File: config.mk
export PLATFORM = sky130hd
export DESIGN_NAME = tlb_assoc
export DESIGN_NICKNAME = d
export VERILOG_FILES = /design/src/rtl/tlb_pkg.sv /design/src/rtl/tlb_lfsr.sv /design/src/rtl/tlb_victim.sv /design/src/rtl/tlb_entry.sv /design/src/rtl/tlb_assoc.sv
export SDC_FILE = /design/constraint.sdc
export NUM_CORES = 1
export LEC_CHECK = 0
export ABC_AREA = 1
export BUFFER_PORTS_ARGS = -buffer_cell sky130_fd_sc_hd__buf_2
export CAP_MARGIN = 25
export CORE_UTILIZATION = 63
export DETAILED_ROUTE_END_ITERATION = 6
export PLACE_DENSITY = 0.87
export SLEW_MARGIN = 20
export SYNTH_ARGS = -nofsm -noshare
export SYNTH_HDL_FRONTEND = slang
export SYNTH_HIERARCHICAL = 1
export SYNTH_SLANG_ARGS = --single-unit
File: constraint.sdc
create_clock -name clk -period 7.1 [get_ports clk]
set_input_delay 1.065 -clock clk [delete_from_list [all_inputs] [get_ports clk]]
set_output_delay 1.065 -clock clk [all_outputs]
set_load 0.01 [all_outputs]
File: src/rtl/tlb_pkg.sv
package tlb_pkg;

  typedef enum logic [1:0] {
    ACC_READ  = 2'd0,
    ACC_WRITE = 2'd1,
    ACC_EXEC  = 2'd2,
    ACC_NONE  = 2'd3
  } acc_e;

  localparam int PERM_W   = 3;
  localparam int PERM_RD  = 0;
  localparam int PERM_WR  = 1;
  localparam int PERM_EX  = 2;

  function automatic logic perm_allows(logic [PERM_W-1:0] perm, logic [1:0] acc);
    logic ok;
    case (acc)
      ACC_READ:  ok = perm[PERM_RD];
      ACC_WRITE: ok = perm[PERM_WR];
      ACC_EXEC:  ok = perm[PERM_EX];
      default:   ok = 1'b0;
    endcase
    return ok;
  endfunction

endpackage

File: src/rtl/tlb_lfsr.sv
module tlb_lfsr #(
  parameter int          W    = 8,
  parameter logic [W-1:0] TAPS = 8'hB8
) (
  input  logic         clk,
  input  logic         rst_n,
  input  logic         step,
  output logic [W-1:0] state
);

  logic [W-1:0] st_q;
  logic [W-1:0] st_n;
  logic         fb;

  always_comb begin
    fb   = ^(st_q & TAPS);
    st_n = {st_q[W-2:0], fb};
  end

  always_ff @(posedge clk or negedge rst_n) begin
    if (!rst_n)    st_q <= {{(W-1){1'b0}}, 1'b1};
    else if (step) st_q <= st_n;
  end

  assign state = st_q;

  AST_LFSR_NONZERO: assert property (@(posedge clk) disable iff (!rst_n)
    st_q != '0);

endmodule

File: src/rtl/tlb_victim.sv
module tlb_victim #(
  parameter int N     = 8,
  parameter int IDX_W = 3
) (
  input  logic [N-1:0]     valid_vec,
  input  logic [N-1:0]     same_vec,
  input  logic [IDX_W-1:0] rnd,
  output logic [IDX_W-1:0] vidx
);

  always_comb begin
    vidx = rnd;
    for (int i = N - 1; i >= 0; i--) begin
      if (!valid_vec[i]) vidx = IDX_W'(i);
    end
    for (int i = 0; i < N; i++) begin
      if (same_vec[i]) vidx = IDX_W'(i);
    end
  end

endmodule

File: src/rtl/tlb_entry.sv
module tlb_entry
  import tlb_pkg::*;
#(
  parameter int VPN_W  = 8,
  parameter int PPN_W  = 8,
  parameter int ASID_W = 3
) (
  input  logic              clk,
  input  logic              rst_n,
  input  logic              flush_all,
  input  logic              flush_asid_en,
  input  logic [ASID_W-1:0] flush_asid,
  input  logic              load,
  input  logic [VPN_W-1:0]  ld_vpn,
  input  logic [ASID_W-1:0] ld_asid,
  input  logic [PPN_W-1:0]  ld_ppn,
  input  logic [PERM_W-1:0] ld_perm,
  input  logic              touch,
  input  logic              touch_wr,
  input  logic [VPN_W-1:0]  lk_vpn,
  input  logic [ASID_W-1:0] lk_asid,
  output logic              valid,
  output logic              refb,
  output logic              dirty,
  output logic [VPN_W-1:0]  vpn,
  output logic [ASID_W-1:0] asid,
  output logic [PPN_W-1:0]  ppn,
  output logic [PERM_W-1:0] perm,
  output logic              lk_match,
  output logic              ld_match
);

  logic              v_q, v_n;
  logic              r_q, r_n;
  logic              d_q, d_n;
  logic [VPN_W-1:0]  vpn_q;
  logic [ASID_W-1:0] asid_q;
  logic [PPN_W-1:0]  ppn_q;
  logic [PERM_W-1:0] perm_q;
  logic              clr;
  logic              ld_en;

  assign clr   = flush_all | (flush_asid_en & v_q & (asid_q == flush_asid));
  assign ld_en = load & ~clr;

  always_comb begin
    v_n = v_q;
    r_n = r_q;
    d_n = d_q;
    if (clr) begin
      v_n = 1'b0;
    end else if (load) begin
      v_n = 1'b1;
      r_n = 1'b0;
      d_n = 1'b0;
    end else if (touch) begin
      r_n = 1'b1;
      if (touch_wr) d_n = 1'b1;
    end
  end

  always_ff @(posedge clk or negedge rst_n) begin
    if (!rst_n) begin
      v_q <= 1'b0;
      r_q <= 1'b0;
      d_q <= 1'b0;
    end else begin
      v_q <= v_n;
      r_q <= r_n;
      d_q <= d_n;
    end
  end

  always_ff @(posedge clk) begin
    if (ld_en) begin
      vpn_q  <= ld_vpn;
      asid_q <= ld_asid;
      ppn_q  <= ld_ppn;
      perm_q <= ld_perm;
    end
  end

  assign lk_match = v_q & (vpn_q == lk_vpn) & (asid_q == lk_asid);
  assign ld_match = v_q & (vpn_q == ld_vpn) & (asid_q == ld_asid);
  assign valid    = v_q;
  assign refb     = r_q;
  assign dirty    = d_q;
  assign vpn      = vpn_q;
  assign asid     = asid_q;
  assign ppn      = ppn_q;
  assign perm     = perm_q;

  AST_FLUSH_FREES: assert property (@(posedge clk) disable iff (!rst_n)
    clr |=> !v_q);

  AST_FILL_FRESH: assert property (@(posedge clk) disable iff (!rst_n)
    ld_en |=> (v_q && !r_q && !d_q));

  AST_TOUCH_SETS_REF: assert property (@(posedge clk) disable iff (!rst_n)
    (touch && !load && !clr) |=> r_q);

endmodule

File: src/rtl/tlb_assoc.sv
module tlb_assoc
  import tlb_pkg::*;
#(
  parameter int ENTRIES = 8,
  parameter int VPN_W   = 8,
  parameter int PPN_W   = 8,
  parameter int ASID_W  = 3,
  parameter int OFF_W   = 4,
  parameter int LFSR_W  = 8
) (
  input  logic                    clk,
  input  logic                    rst_n,
  input  logic                    lk_valid,
  input  logic [VPN_W-1:0]        lk_vpn,
  input  logic [ASID_W-1:0]       lk_asid,
  input  logic [1:0]              lk_acc,
  input  logic [OFF_W-1:0]        lk_off,
  output logic                    lk_hit,
  output logic                    lk_miss,
  output logic                    lk_fault,
  output logic [PPN_W+OFF_W-1:0]  lk_pa,
  input  logic                    fill_valid,
  input  logic [VPN_W-1:0]        fill_vpn,
  input  logic [ASID_W-1:0]       fill_asid,
  input  logic [PPN_W-1:0]        fill_ppn,
  input  logic [2:0]              fill_perm,
  output logic                    wb_valid,
  output logic [VPN_W-1:0]        wb_vpn,
  output logic [ASID_W-1:0]       wb_asid,
  output logic                    wb_ref,
  output logic                    wb_dirty,
  input  logic                    flush_all,
  input  logic                    flush_asid_en,
  input  logic [ASID_W-1:0]       flush_asid
);

  localparam int IDX_W = (ENTRIES > 1) ? $clog2(ENTRIES) : 1;

  logic [ENTRIES-1:0] e_valid;
  logic [ENTRIES-1:0] e_ref;
  logic [ENTRIES-1:0] e_dirty;
  logic [ENTRIES-1:0] e_lk_match;
  logic [ENTRIES-1:0] e_ld_match;
  logic [ENTRIES-1:0] e_load;
  logic [ENTRIES-1:0] e_touch;
  logic [VPN_W-1:0]   e_vpn  [ENTRIES];
  logic [ASID_W-1:0]  e_asid [ENTRIES];
  logic [PPN_W-1:0]   e_ppn  [ENTRIES];
  logic [PERM_W-1:0]  e_perm [ENTRIES];

  logic [LFSR_W-1:0]  rnd_state;
  logic [IDX_W-1:0]   vidx;
  logic               flush_any;
  logic               fill_go;
  logic               any_match;
  logic [PPN_W-1:0]   sel_ppn;
  logic [PERM_W-1:0]  sel_perm;
  logic               access_ok;
  logic               is_write;
  logic               hit_on_victim;

  assign flush_any = flush_all | flush_asid_en;
  assign fill_go   = fill_valid & ~flush_any;
  assign is_write  = (lk_acc == ACC_WRITE);

  tlb_lfsr #(.W(LFSR_W)) u_rnd (
    .clk   (clk),
    .rst_n (rst_n),
    .step  (1'b1),
    .state (rnd_state)
  );

  tlb_victim #(.N(ENTRIES), .IDX_W(IDX_W)) u_victim (
    .valid_vec (e_valid),
    .same_vec  (e_ld_match),
    .rnd       (rnd_state[IDX_W-1:0]),
    .vidx      (vidx)
  );

  for (genvar g = 0; g < ENTRIES; g++) begin : g_slot
    assign e_load[g]  = fill_go & (vidx == IDX_W'(g));
    assign e_touch[g] = lk_hit & e_lk_match[g];

    tlb_entry #(.VPN_W(VPN_W), .PPN_W(PPN_W), .ASID_W(ASID_W)) u_entry (
      .clk           (clk),
      .rst_n         (rst_n),
      .flush_all     (flush_all),
      .flush_asid_en (flush_asid_en),
      .flush_asid    (flush_asid),
      .load          (e_load[g]),
      .ld_vpn        (fill_vpn),
      .ld_asid       (fill_asid),
      .ld_ppn        (fill_ppn),
      .ld_perm       (fill_perm),
      .touch         (e_touch[g]),
      .touch_wr      (is_write),
      .lk_vpn        (lk_vpn),
      .lk_asid       (lk_asid),
      .valid         (e_valid[g]),
      .refb          (e_ref[g]),
      .dirty         (e_dirty[g]),
      .vpn           (e_vpn[g]),
      .asid          (e_asid[g]),
      .ppn           (e_ppn[g]),
      .perm          (e_perm[g]),
      .lk_match      (e_lk_match[g]),
      .ld_match      (e_ld_match[g])
    );
  end

  always_comb begin
    sel_ppn  = '0;
    sel_perm = '0;
    for (int i = 0; i < ENTRIES; i++) begin
      sel_ppn  = sel_ppn  | ({PPN_W{e_lk_match[i]}}  & e_ppn[i]);
      sel_perm = sel_perm | ({PERM_W{e_lk_match[i]}} & e_perm[i]);
    end
  end

  assign any_match = |e_lk_match;
  assign access_ok = perm_allows(sel_perm, lk_acc);
  assign lk_hit    = lk_valid & any_match & access_ok;
  assign lk_fault  = lk_valid & any_match & ~access_ok;
  assign lk_miss   = lk_valid & ~any_match;
  assign lk_pa     = lk_hit ? {sel_ppn, lk_off} : '0;

  assign hit_on_victim = lk_hit & e_lk_match[vidx];
  assign wb_vpn        = e_vpn[vidx];
  assign wb_asid       = e_asid[vidx];
  assign wb_ref        = e_ref[vidx] | hit_on_victim;
  assign wb_dirty      = e_dirty[vidx] | (hit_on_victim & is_write);
  assign wb_valid      = fill_go & e_valid[vidx] & (wb_ref | wb_dirty);

  AST_ONE_OUTCOME: assert property (@(posedge clk) disable iff (!rst_n)
    lk_valid |-> $onehot({lk_hit, lk_miss, lk_fault}));

  AST_IDLE_QUIET: assert property (@(posedge clk) disable iff (!rst_n)
    !lk_valid |-> !(lk_hit || lk_miss || lk_fault));

  AST_NO_DUPLICATE: assert property (@(posedge clk) disable iff (!rst_n)
    $onehot0(e_lk_match));

  AST_FREE_FIRST: assert property (@(posedge clk) disable iff (!rst_n)
    (fill_go && !(|e_ld_match) && !(&e_valid)) |-> !e_valid[vidx]);

  AST_EVICT_NEEDS_FILL: assert property (@(posedge clk) disable iff (!rst_n)
    wb_valid |-> (fill_valid && !flush_all && !flush_asid_en));

  AST_EVICT_HAS_FLAG: assert property (@(posedge clk) disable iff (!rst_n)
    wb_valid |-> (wb_ref || wb_dirty));

  AST_FILL_LANDS: assert property (@(posedge clk) disable iff (!rst_n)
    fill_go |=> (e_valid[$past(vidx)] && e_vpn[$past(vidx)] == $past(fill_vpn)));

endmodule

==> results of run 1 <==
-- through the flow --
| stage | cell area (sq um) | utilization | hold WS [ns] |
|---|---|---|---|
| after detailed placement | 12990 | 0.6851 | 0.4632 |
| after CTS | 13700 | 0.7228 | 0.4852 |
| after floorplan | 12330 | - | 0.4421 |
| after global placement | 12990 | 0.6851 | 0.4544 |
| final | 13700 | 0.7229 | 0.4817 |
| after global routing | 13700 | 0.7228 | 0.5011 |
-- routing by layer --
metal	GRT usage	vias up	wire (um)
met4	0.1975	0	1827
met5	0	-	0
li1	-	5198	-
met3	0.06176	145	3762
met2	0.6134	713	16980
met1	0.4517	5091	13220
-- cell families (layout without fill, tap and decap cells) --
logic type	count (synthesis)	after routing	share of synthesized area
other	1	4	0.0003044
xor gates and xnor gates	40	40	0.02844
AOI/OAI and AO/OA	199	199	0.1024
DFF	208	208	0.4941
muxes	2	2	0.001625
and+or+nand+nor	805	805	0.2726
buffers and inverters	300	412	0.1005
-- registers in the layout, summed over array words and instances, names as in the netlist --
register,count
g_slot.u_entry/ppn,64
g_slot.u_entry/vpn,64
g_slot.u_entry/asid,24
g_slot.u_entry/perm,24
g_slot.u_entry/dirty,8
g_slot.u_entry/refb,8
g_slot.u_entry/valid,8
u_rnd/state,8
-- cell type report --
cell class              count  share of cell area
flip-flops and latches    208              0.4442
clock buffers              28             0.04337
well taps                 260             0.02374
repair buffers             94             0.03762
diodes                      1           0.0001826
clock inverters            14            0.008674
multi-input cells        1049              0.3666
inverters                 276             0.07560
-- cell usage after synthesis, drive strengths merged --
cell	instances	area (sq um)
a41oi	6	82.58
o22ai	8	50.05
a221oi	6	52.55
dfrtp	31	775.7
o21a	8	60.06
clkinv	9	33.78
nor2	173	716.9
conb	1	3.750
nand2	531	2083
nor3	4	20.02
clkbuf	3	25.02
a22oi	20	150.1
a22o	2	17.52
edfxtp	176	5285
xor2	16	140.1
a31oi	7	58.81
mux2i	2	20.02
dfstp	1	26.28
xnor2	24	210.2
nand4	33	206.5
o311ai	2	17.52
buf	21	177.7
inv	267	1002
o21ai	99	495.5
or2	9	56.30
nand3	55	275.3
o211ai	16	120.1
a21oi	20	118.9
a211oi	5	37.54
-- placed cells by master, fill, tap and decap left out, types with 5 or more instances in the layout --
master	count
nand2_1	495
inv_1	193
edfxtp_1	176
nor2_1	153
buf_2	76
o21ai_1	75
inv_2	74
nand3_1	55
nand2_2	36
nand4_1	33
dfrtp_1	31
xnor2_1	24
o21ai_0	24
clkbuf_16	23
a22oi_1	20
buf_4	18
o211ai_1	16
xor2_1	16
a21oi_1	15
clkinv_1	13
nor2_2	12
or2_0	9
o22ai_1	8
nor2_4	8
o21a_1	8
a31oi_1	6
a221oi_1	6
a211oi_1	5
a21oi_2	5
clkbuf_1	5
-- critical path: stages --
cell and delay, ns:
buf_2 0.33, inv_1 0.11, nand2_1 0.08, o21ai_1 0.06
inv_1 0.06, nand2_1 0.05, nor2_1 0.08, nand2_1 0.08
nor2_1 0.22, nor3_1 0.12, o311ai_1 0.24, nand3_1 0.23
nor2_2 0.78, clkinv_1 0.31, nor2_1 0.15, nor2_1 0.06
nand2_1 0.05, nand2_1 0.05, nand3_1 0.11, nand3_1 0.09
nand2_1 0.07, inv_1 0.04, buf_2 0.13
-- power groups by stage --
stage                     Combinational (mW)  Sequential (mW)  Clock [mW]
after floorplan                        0.129             1.38           0
after global placement                 0.213             1.39           0
after detailed placement               0.221             1.39           0
after CTS                              0.224             1.36        1.13
after global routing                   0.251             1.36        1.18
final                                  0.229             1.36        1.13
-- final timing paths --
path | start | to | slack, ns | depth (start not counted)
max in group asynchronous | rst_n | g_slot[3].u_entry/refb | 5.98 | 1
worst min-delay path | g_slot[7].u_entry/refb | g_slot[7].u_entry/refb | 0.48 | 2
worst max register to register | g_slot[0].u_entry/vpn[3] | g_slot[4].u_entry/perm[2] | 2.55 | 18
worst min register to register | g_slot[7].u_entry/refb | g_slot[7].u_entry/refb | 0.48 | 2
min in group asynchronous | rst_n | u_rnd/state[2] | 0.61 | 1
worst max-delay path | fill_vpn[5] | wb_valid | 1.44 | 23
==> results.sh, run 1 <==
export IMPL_drc_errors=0
export IMPL_hold_class="reg2reg"
export IMPL_critPathArrivalTime_ns=4.59
export IMPL_vias=11147
export IMPL_synth_seq_cells=208
export IMPL_grt_max_degree=33
export IMPL_drt_initial_drc_count=1289
export IMPL_power_mw=2.726
export IMPL_clockBufferDepth=3
export IMPL_path_class="in2out"
export IMPL_cts_htree_levels=1
export IMPL_switching_share=0.2461
export IMPL_io_pins=77
export IMPL_wirelength_um=35800
export IMPL_synth_cell_type_count=41
export IMPL_powerDensity_mw_per_mm2=198.9
export IMPL_avgRoutedWirePerCell_um=18.55
export IMPL_crit_path_start_kind="input pin"
export IMPL_setup_viol=0
export IMPL_clk_latency_ns=0.52
export IMPL_crit_path_max_fanout=20
export IMPL_grt_use_total=0.3651
export IMPL_ant_nets=0
export IMPL_syn_cell_area_sq_mm=0.01232
export IMPL_cts_sinks=208
export IMPL_post_route_min_period_ns=5.658
export IMPL_ir_drop_mv=0.2421
export IMPL_seq_area_frac_synth=0.4941
export IMPL_syn_inst=1555
export IMPL_postCtsSetupBuffers=0
export IMPL_hold_violations=0
export IMPL_grt_pass1_vias=10844
export IMPL_power_switching_mw=0.6707
export IMPL_firstDrtPassIters=7
export IMPL_rows=50
export IMPL_die_w_um=141.8
export IMPL_cts_root_buf="clkbuf_16"
export IMPL_fin_worst_skew_ns=0.01211
export IMPL_antenna_found_initial=1
export IMPL_areaGrowthSynthToFinish_pct=11.23
export IMPL_dpl_hpwl_um=24910
export IMPL_clkTransAtPathRegs_ns=0.06
export IMPL_avgSynthCellArea_sq_um=7.922
export IMPL_fin_tns_setup_ns=0
export IMPL_globalplace_congestion=0.9221
export IMPL_port_buffer_count=76
export IMPL_finalCritPeriodShare=0.7970
export IMPL_drv_slew=0
export IMPL_multi_input_area_sq_mm=0.005024
export IMPL_cts_resized=0
export IMPL_maxCapViolations=0
export IMPL_seq_power_share=0.500
export IMPL_cts_made_buffers=23
export IMPL_core_area_sq_mm=0.01896
export IMPL_cts_tree="yes"
export IMPL_drive_gt1_frac=0.1606
export IMPL_status="finished clean"
export IMPL_overflow=0
export IMPL_seq_area_sq_mm=0.006087
export IMPL_nets=1700
export IMPL_via_per_inst=5.776
export IMPL_p_leak_nw=5.995
export IMPL_die_y_um=141.8
export IMPL_grt_pass1_wl_um=55460
export IMPL_fin_cells=1930
export IMPL_dp_cells=1887
export IMPL_die_area_sq_mm=0.02012
export IMPL_slew_headroom=0.3703
export IMPL_fin_ws_ns=1.442
export IMPL_p_clk_frac=0.416
export IMPL_yosysWarnings=6
export IMPL_fmax_mhz=176.7
export IMPL_pwr_share_comb=0.084
export IMPL_critical_path_required_ns=6.03
export IMPL_hold_buffers=0
export IMPL_nFillCells=1460
export IMPL_p_int_mw=2.055
export IMPL_initial_core_util=0.6499
export IMPL_rsz0062_at_grt="no"
export IMPL_critPathCaptureType="output port"
export IMPL_pre_cts_ws_ns=1.550
export IMPL_tightest_slew_ns=0.9435
Power figures use the tool's default switching activity.
==> run 2, diff against run 1 <==
Settings changed: CORE_UTILIZATION 63 to 56, PLACE_DENSITY 0.87 to 0.82.
Clock period 7.1 ns to 4.58 ns, I/O delays scaled along.
==> results.sh, run 2 (same netlist as run 1, synthesis figures left out) <==
export IMPL_crit_end="wb_asid[0]"
export IMPL_globalplace_congestion=0.9274
export IMPL_drive_gt1_frac=0.1681
export IMPL_post_route_min_period_ns=4.307
export IMPL_cp_depth=19
export IMPL_finalCritPeriodShare=0.9405
export IMPL_postCtsSetupBuffers=0
export IMPL_cts_sinks=208
export IMPL_critPathCaptureType="output port"
export IMPL_path_common_cell="nand2_1"
export IMPL_fin_worst_skew_ns=0.008751
export IMPL_die_w_um=150.3
export IMPL_switching_share=0.2413
export IMPL_port_buffer_count=76
export IMPL_initial_core_util=0.5787
export IMPL_hold_violations=0
export IMPL_critical_path_required_ns=3.89
export IMPL_areaGrowthSynthToFinish_pct=12.43
export IMPL_maxCapViolations=0
export IMPL_nets=1717
export IMPL_max_stage_delay_ns=0.45
export IMPL_grt_pass1_wl_um=55340
export IMPL_power_switching_mw=1.012
export IMPL_grt_use_total=0.3244
export IMPL_crit_family="simple AND/OR/NAND/NOR gates"
export IMPL_fin_tns_setup_ns=0
export IMPL_ir_drop_mv=0.3360
export IMPL_critPathArrivalTime_ns=3.62
export IMPL_status="finished clean"
export IMPL_die_area_sq_mm=0.02260
export IMPL_dpl_hpwl_um=25360
export IMPL_cts_tree="yes"
export IMPL_cts_root_buf="clkbuf_16"
export IMPL_p_clk_frac=0.411
export IMPL_timing_rr_end="g_slot[1].u_entry/vpn[4]"
export IMPL_cts_htree_levels=1
export IMPL_crit_chain="buf_2 > nand2_1 > o21ai_1 > inv_1 > nand2_1 > nor2_1 > nand2_1 > nor2_1 > nor3_1 > o21ai_0 > o311ai_1 > nand3_1 > nor2_2 > buf_4 > nand2_1 > nand4_1 > nor2_1 > a31oi_1 > buf_2"
export IMPL_cts_made_buffers=23
export IMPL_avgRoutedWirePerCell_um=18.22
export IMPL_dp_cells=1919
export IMPL_final_common_cell="nand2_1"
export IMPL_crit_path_start_kind="input pin"
export IMPL_clockBufferDepth=3
export IMPL_rr_worst_depth=17
export IMPL_most_common_layout_cells="nand2_1, inv_1, edfxtp_1"
export IMPL_crit_path_max_fanout=24
export IMPL_path_class="in2out"
export IMPL_rows=53
export IMPL_drv_slew=0
export IMPL_setup_viol=0
export IMPL_grt_max_degree=33
export IMPL_via_per_inst=5.671
export IMPL_seq_power_share=0.504
export IMPL_p_leak_nw=6.087
export IMPL_core_area_sq_mm=0.02129
export IMPL_final_util=0.6507
export IMPL_p_int_mw=3.184
export IMPL_startpoint="fill_vpn[6]"
export IMPL_rsz0062_at_grt="no"
export IMPL_powerDensity_mw_per_mm2=303.0
export IMPL_fin_cells=1959
export IMPL_clk_latency_ns=0.53
export IMPL_vias=11110
export IMPL_ant_nets=0
export IMPL_cp_num_buf_inv=4
export IMPL_reg2reg_from="g_slot[0].u_entry/vpn[2]"
export IMPL_grt_pass1_vias=10552
export IMPL_drt_initial_drc_count=1077
export IMPL_clkTransAtPathRegs_ns=0.06
export IMPL_die_y_um=150.3
export IMPL_slew_headroom=0.5028
export IMPL_diodes=0
export IMPL_antenna_found_initial=0
export IMPL_tightest_slew_ns=0.7458
export IMPL_drc_errors=0
export IMPL_fmax_mhz=232.2
export IMPL_overflow=0
export IMPL_wirelength_um=35690
export IMPL_r2r_slack_ns=1.01
export IMPL_pwr_share_comb=0.086
export IMPL_firstDrtPassIters=6
export IMPL_slowest_stage="buf_2"
export IMPL_io_pins=77
export IMPL_hold_class="in2async"
[run 2: cell count changes in the layout (fill, tap and decap cells not counted), moves of 2 or more]
cell	change
buf_4	+16
clkinvlp_4	-2
inv_2	-2
inv_4	+2
[run 2: stage by stage]
stage,area [sq um],setup WS [ns],hold slack (ns),power [mW]
final,13850,0.2726,0.2257,4.196
after global routing,13850,0.02900,0.2887,4.322
after CTS,13840,0.2296,0.2400,4.206
after detailed placement,13140,0.2494,0.4633,2.500
after global placement,13140,0.2581,0.4579,2.492
after floorplan,12330,0.7114,0.3914,2.339
[run 2: repair_timing]
item | 4_1_cts | 5_1_grt
endpoints found under the hold margin | 0 | 0
hold buffers | 0 | 0
setup endpoints to repair | 0 | 12
resized for setup | 0 | 5
[run 2: how the worst min path moves through the flow]
stage,end,cells past startpoint
finish,u_rnd/state[1],1
global route,g_slot[3].u_entry/dirty,1
CTS,g_slot[0].u_entry/valid,1
detailed placement,g_slot[2].u_entry/refb,2
global placement,g_slot[4].u_entry/dirty,2
floorplan,g_slot[0].u_entry/dirty,0
[run 2: power groups by stage]
| stage | clock, mW | combinational [mW] | sequential [mW] |
|---|---|---|---|
| floorplan | 0 | 0.199 | 2.14 |
| global placement | 0 | 0.342 | 2.15 |
| detailed placement | 0 | 0.350 | 2.15 |
| finish | 1.72 | 0.360 | 2.11 |
| global route | 1.81 | 0.399 | 2.11 |
| CTS | 1.74 | 0.352 | 2.11 |
[run 2: routing by layer]
metal / vias up / GRT usage / share of wire
li1: 5227 / - / -
met1: 5129 / 0.4200 / 0.39
met2: 651 / 0.5362 / 0.47
met3: 103 / 0.05697 / 0.11
met4: 0 / 0.1369 / 0.036
met5: - / 0 / 0
[run 2: layout make-up]
| type | instances | area, sq um |
|---|---|---|
| clock inverter | 13 | 108.9 |
| timing repair buffer | 111 | 658.1 |
| sequential | 208 | 6087 |
| inverter | 276 | 1041 |
| fill | 1813 | 7436 |
| multi-input combinational | 1049 | 5021 |
| clock buffer | 27 | 590.6 |
| tap | 275 | 344.1 |
